[src/rtl/fsi_pkg.sv]
package fsi_pkg;
  localparam int unsigned SRC_N   = 2;
  localparam int unsigned SRC_IN  = 0;
  localparam int unsigned SRC_OUT = 1;
  localparam int unsigned ADDR_W  = 2;

  typedef enum logic [ADDR_W-1:0] {
    REG_MASK = 2'd0,
    REG_RAW  = 2'd1,
    REG_MIS  = 2'd2,
    REG_NONE = 2'd3
  } reg_sel_e;
endpackage

[src/rtl/fsi_src_eval.sv]
module fsi_src_eval
  import fsi_pkg::*;
#(
  parameter int unsigned CNT_W     = 5,
  parameter int unsigned IN_THRESH = 4
) (
  input  logic             core_en_i,
  input  logic [CNT_W-1:0] in_level_i,
  input  logic [CNT_W-1:0] out_level_i,
  output logic [SRC_N-1:0] raw_o
);
  localparam logic [CNT_W-1:0] THR = CNT_W'(IN_THRESH);

  logic in_low;
  logic out_any;

  assign in_low  = (in_level_i < THR);
  assign out_any = |out_level_i;

  // input side gated by enable, output side not
  always_comb begin
    raw_o          = '0;
    raw_o[SRC_IN]  = core_en_i & in_low;
    raw_o[SRC_OUT] = out_any;
  end
endmodule

[src/rtl/fsi_regs.sv]
module fsi_regs
  import fsi_pkg::*;
#(
  parameter int unsigned DATA_W = 32
) (
  input  logic              clk_i,
  input  logic              rst_ni,
  input  logic              we_i,
  input  logic [ADDR_W-1:0] addr_i,
  input  logic [DATA_W-1:0] wdata_i,
  input  logic [SRC_N-1:0]  raw_i,
  output logic [SRC_N-1:0]  mask_o,
  output logic [DATA_W-1:0] rdata_o
);
  logic [SRC_N-1:0] mask_q;

  always_ff @(posedge clk_i or negedge rst_ni) begin
    if (!rst_ni) begin
      mask_q <= '0;
    end else if (we_i && (addr_i == REG_MASK)) begin
      mask_q <= wdata_i[SRC_N-1:0];
    end
  end

  always_comb begin
    unique case (addr_i)
      REG_MASK: rdata_o = DATA_W'(mask_q);
      REG_RAW:  rdata_o = DATA_W'(raw_i);
      REG_MIS:  rdata_o = DATA_W'(raw_i & mask_q);
      default:  rdata_o = '0;
    endcase
  end

  assign mask_o = mask_q;
endmodule

[src/rtl/fsi_irq_core.sv]
module fsi_irq_core
  import fsi_pkg::*;
(
  input  logic             clk_i,
  input  logic             rst_ni,
  input  logic [SRC_N-1:0] raw_next_i,
  input  logic [SRC_N-1:0] mask_i,
  output logic [SRC_N-1:0] raw_q_o,
  output logic             irq_o
);
  logic [SRC_N-1:0] raw_q;
  logic             irq_q;

  always_ff @(posedge clk_i or negedge rst_ni) begin
    if (!rst_ni) begin
      raw_q <= '0;
      irq_q <= 1'b0;
    end else begin
      raw_q <= raw_next_i;
      irq_q <= |(raw_next_i & mask_i);
    end
  end

  assign raw_q_o = raw_q;
  assign irq_o   = irq_q;
endmodule

[src/rtl/fifo_svc_irq.sv]
module fifo_svc_irq
  import fsi_pkg::*;
#(
  parameter int unsigned CNT_W     = 5,
  parameter int unsigned DATA_W    = 32,
  parameter int unsigned IN_THRESH = 4
) (
  input  logic              clk_i,
  input  logic              rst_ni,
  input  logic              core_en_i,
  input  logic [CNT_W-1:0]  in_level_i,
  input  logic [CNT_W-1:0]  out_level_i,
  input  logic              reg_we_i,
  input  logic [1:0]        reg_addr_i,
  input  logic [DATA_W-1:0] reg_wdata_i,
  output logic [DATA_W-1:0] reg_rdata_o,
  output logic              irq_o
);
  logic [SRC_N-1:0] raw_next;
  logic [SRC_N-1:0] raw_q;
  logic [SRC_N-1:0] mask_q;

  fsi_src_eval #(
    .CNT_W    (CNT_W),
    .IN_THRESH(IN_THRESH)
  ) u_src (
    .core_en_i  (core_en_i),
    .in_level_i (in_level_i),
    .out_level_i(out_level_i),
    .raw_o      (raw_next)
  );

  fsi_regs #(
    .DATA_W(DATA_W)
  ) u_regs (
    .clk_i  (clk_i),
    .rst_ni (rst_ni),
    .we_i   (reg_we_i),
    .addr_i (reg_addr_i),
    .wdata_i(reg_wdata_i),
    .raw_i  (raw_q),
    .mask_o (mask_q),
    .rdata_o(reg_rdata_o)
  );

  fsi_irq_core u_irq (
    .clk_i     (clk_i),
    .rst_ni    (rst_ni),
    .raw_next_i(raw_next),
    .mask_i    (mask_q),
    .raw_q_o   (raw_q),
    .irq_o     (irq_o)
  );
endmodule

[config.mk]
export PLATFORM = sky130hd
export DESIGN_NAME = fifo_svc_irq
export DESIGN_NICKNAME = d
export VERILOG_FILES = /design/src/rtl/fsi_pkg.sv /design/src/rtl/fsi_src_eval.sv /design/src/rtl/fsi_regs.sv /design/src/rtl/fsi_irq_core.sv /design/src/rtl/fifo_svc_irq.sv
export SDC_FILE = /design/constraint.sdc
export NUM_CORES = 1
export LEC_CHECK = 0
export ABC_AREA = 1
export BUFFER_PORTS_ARGS = -buffer_cell sky130_fd_sc_hd__buf_4
export CAP_MARGIN = 20
export CORE_UTILIZATION = 27
export DETAILED_ROUTE_END_ITERATION = 16
export PLACE_DENSITY = 0.89
export SYNTH_ARGS = -nofsm -noshare
export SYNTH_HDL_FRONTEND = slang
export SYNTH_SLANG_ARGS = --single-unit
export TNS_END_PERCENT = 1
[constraint.sdc]
create_clock -name clk_i -period 0.8 [get_ports clk_i]
set_input_delay 0.04 -clock clk_i [delete_from_list [all_inputs] [get_ports clk_i]]
set_output_delay 0.04 -clock clk_i [all_outputs]
set_load 0.02 [all_outputs]
---- Word level (Yosys, flattened, before mapping) ----
Index checks and enable logic that the tools add are counted.
W data, S select, Z words.
cells by class
  mux-type cells .......................... 1
  bitwise operators ....................... 3
  equal/unequal tests ..................... 2
  reduce and logical (&&, ||, !) cells .... 4
  $lt $le $gt $ge ......................... 1
operators with widths
  cell                  number
  $pmux W32 S3          1
  $lt A5 B3 Y1 const B  1
  $reduce_or A5 Y1      1
  $and A2 B2 Y2         2
  $eq A2 B1 Y1 const B  1
  $eq A2 B2 Y1 const B  1
  $logic_not A2 Y1      1
  $reduce_or A2 Y1      1
  $and A1 B1 Y1         1
  $logic_and A1 B1 Y1   1
word-level totals
  output and inout bits ................... 33
  register bits after elaboration ......... 5
  word-level logic and storage cells ...... 14

---- Depth between registers and ports, before layout ----
  word-level depth ........................ 4
  gate-level depth with buffers ........... 5
  depth with buffers taken out ............ 5

---- Cells and area by module ----
Synthesis repeated with hierarchy kept, for this count alone.
second synthesis, totals
  cell total of the unflattened synthesis .. 74
  area, all modules ....................... 509.2 um^2
by module, submodules not included
  module        cells an instance  times used  area each (um^2)  sequential area each (um^2)
  fsi_regs      57                 1           376.6             50.0
  fsi_irq_core  6                  1           86.3              75.1
  fsi_src_eval  11                 1           46.3              0.0

---- Least setup slack after synthesis ----
Ideal clock, no wire load.
  path type ............................... register -> output
  start ................................... register u_regs.mask_q[0], in the netlist u_regs.mask_o[0]
  end ..................................... output port reg_rdata_o[0]
  buffers on the path ..................... 0
  stages on the path, launching flop included .. 5
  data required time ...................... 0.760 ns
  setup slack ............................. 0.063 ns
  data arrival time ....................... 0.697 ns
  cells stage by stage .................... dfrtp_1 > inv_1 > o21ai_0 > nand2_1 > inv_1
on the way
  cells in the longest elaborated chain, start to end .. 2
ends and longest elaborated chain
  item                    RTL line            source
  start, declared         fsi_regs.sv:15      logic [SRC_N-1:0] mask_q;
  start signal, assigned  fsi_regs.sv:21      mask_q <= wdata_i[SRC_N-1:0];
  $and A2 B2 Y2           fsi_regs.sv:29      REG_MIS: rdata_o = DATA_W'(raw_i & mask_q);
  $pmux W32 S3 *          fsi_regs.sv:26      unique case (addr_i)
  end, declared           fifo_svc_irq.sv:16  output logic [DATA_W-1:0] reg_rdata_o,
Every way passes the cells marked *; elsewhere a longest branch is shown, timed or not.

---- Final worst setup path ----
  start ................................... register u_irq.raw_q[1], in the netlist u_irq.raw_q_o[1]
  end ..................................... output port reg_rdata_o[1]
on the way
  cells in the longest elaborated chain, start to end .. 2
ends and longest elaborated chain
  item                    RTL line            source
  start, declared         fsi_irq_core.sv:11  logic [SRC_N-1:0] raw_q;
  start signal, assigned  fsi_irq_core.sv:19  raw_q <= raw_next_i;
  $and A2 B2 Y2           fsi_regs.sv:29
  $pmux W32 S3 *          fsi_regs.sv:26
Marked as above.

==> results.json <==
{
  "critPathKind": "flop to output pin",
  "powerDensity_nw_per_um2": 1567,
  "path_clk_slew_ns": 0.04,
  "wl_per_cell_um": 7.053,
  "cts_setup_buffers": 0,
  "grt_overflow": 0,
  "drc": 0,
  "syn_area_sq_um": 485.5,
  "clock-root-buffer": "clkbuf_4",
  "ys_types": 12,
  "hold_path.startpoint": "out_level_i[0]",
  "cp-start-kind": "flop",
  "vias": 382,
  "synth-seq-cells": 5,
  "hold_violations": 0,
  "p_total_uw": 935.3,
  "cts_inserted_buffers": 3,
  "fin_cells": 114,
  "min_period_ns": 1.043,
  "rsz0062_at_grt": "true",
  "crit_fanout": 1,
  "pwr-share-clk": 0.316,
  "antenna_left": 0,
  "clk_latency_ns": 0.24,
  "n_antenna_cell": 0,
  "grt_pass1_vias": 320,
  "crit_arrival_ns": 1.00,
  "utilization": 0.3744,
  "area_delta_synth_final_pct": 22.94,
  "die_area_sq_um": 1972,
  "antenna_found_initial": 0,
  "drv_slew": 0,
  "synth_top_area_cell": "buf_4",
  "die_w_um": 44.41,
  "timing.final.crit_share": 1.303,
  "fillCellCount": 178,
  "place.gp.congestion": 0.7056,
  "seq_area_sq_um": 125.1,
  "die_y_um": 44.41,
  "finalWirelength_um": 804,
  "peakVddDrop_uv": 507.2,
  "p_seq_frac": 0.315,
  "p_sw_uw": 339.6,
  "rr_startpoint": "u_regs.mask_o[0]$_DFFE_PN0P_",
  "required_ns": 0.76,
  "cts_tree": "done",
  "initial_core_util": 0.3046,
  "hp-class": "primary input to flop",
  "cts_htree_levels": 1,
  "violations": "negative setup slack",
  "outcome": "finished with violations",
  "synth_area_leaders": "buf_4 46%, dfrtp_1 26%, nand2_1 7.7%",
  "switching_share": 0.3631,
  "p_int_uw": 595.7,
  "avgSynthCellArea_sq_um": 7.356,
  "fin_skew_ns": 0.0005613,
  "gr-usage-all-layers": 0.09729,
  "yosysWarnings": 0,
  "multi_input_area_sq_um": 217.7,
  "via_per_inst": 3.351,
  "core_area_sq_um": 1594,
  "grt_max_degree": 6,
  "dr.pass1.iters": 4,
  "crit_path_end_kind": "output pin",
  "whs_ns": 0.01414,
  "rows": 14,
  "grt_pass1_wl_mm": 1.248,
  "place_inst": 109,
  "tns_ns": -0.4832,
  "nets": 139,
  "drive_above_1_share": 0.2667,
  "place_area_sq_um": 549.3,
  "p_leak_nw": 0.3704,
  "dp_slack_ns": -0.02254,
  "cp-startpoint": "u_irq.raw_q_o[1]$_DFF_PN0_",
  "io_buffers": 18,
  "setup_violations": 2,
  "fmax_mhz": 959.1,
  "power_frac_comb": 0.368,
  "drt_iter0_markers": 5,
  "numClockSinks": 5,
  "yosysSeqAreaShare": 0.2577,
  "postSynthCellCount": 66,
  "synth_top_cell_area_share": 0.4639,
  "clock_path_buffers": 2,
  "fin_ws_ns": -0.2426,
  "hpwl_um": 681.9,
  "io_pins": 81,
  "max_cap_violations": 0,
  "design_area_sq_um": 596.8
}
-- area by class of cell --
class,instances,area share
multi-input combinational,53,0.3648
timing repair buffer,21,0.2872
sequential,5,0.2096
tap,24,0.05031
clock buffer,4,0.04403
inverter,7,0.04403
-- final timing paths --
check,cells after the start,slack [ns],end
worst max-delay path,4,-0.24,reg_rdata_o[1]
worst min-delay path,3,0.01,u_irq.raw_q_o[1]$_DFF_PN0_
worst max register to register,3,0.04,u_irq.irq_o$_DFF_PN0_
worst min register to register,3,0.58,u_regs.mask_o[0]$_DFFE_PN0P_
max in group asynchronous,2,0.56,u_irq.raw_q_o[1]$_DFF_PN0_
min in group asynchronous,2,0.13,u_irq.raw_q_o[0]$_DFF_PN0_
-- cell usage in the layout, fill, tap and decap left out --
cell type       n
clkbuf_4        3
and3_1          1
buf_4          17
or2_1           2
nand4_1         1
inv_1           7
buf_6           3
conb_1         30
dfrtp_1         5
nor2_2          1
nor2_1          3
nand2_1        10
o21ai_1         2
nand3_1         3
clkbuf_1        1
dlygate4sd3_1   1
-- logic make-up (layout without fill, tap and decap cells) --
group           Yosys count  after routing  synth area share
flops                     5              5            0.2577
simple gates             21             21            0.1959
compound gates            2              2           0.02062
buf+inv                  37             32            0.5181
other cells               1             30          0.007725
-- registers in the layout (all words and copies together) (netlist names) --
name	cells
u_regs.mask_o	2
u_irq.irq_o	1
u_irq.raw_q_o	2
-- metal layers --
| metal | wire, um | track usage |
|---|---|---|
| met1 | 272 | 0.09068 |
| met2 | 408 | 0.1529 |
| met3 | 89 | 0.03673 |
| met4 | 32 | 0.1091 |
| met5 | 0 | 0 |
-- power by group through the flow --
stage                     combinational (mW)  sequential (mW)  clock [mW]
after CTS                              0.343            0.295       0.305
after floorplan                        0.297            0.307           0
after global routing                   0.375            0.299       0.321
after detailed placement               0.325            0.297           0
final                                  0.345            0.295       0.296
after global placement                 0.317            0.295           0
-- synth_stat cells --
master,instances
nand4_1,1
buf_4,30
dfrtp_1,5
or2_1,2
and3_1,1
inv_1,7
nor2_1,3
nand2_1,10
o21ai_0,2
nand3_1,3
nor2_2,1
conb_1,1
-- repair_timing --
item                                    CTS  global route
hold endpoints to repair                  5             0
endpoints found under the setup margin    3             3
gates resized for setup                   5             0
hold buffers                              1             0
pin swaps                                 2             0
-- critical path, cell delays in order, from the launching register on --
cell	delay, ns
dfrtp_1	0.34
or2_1	0.20
nand2_1	0.05
inv_1	0.04
buf_6	0.12
Note: power is estimated with default switching activity, not from simulation.
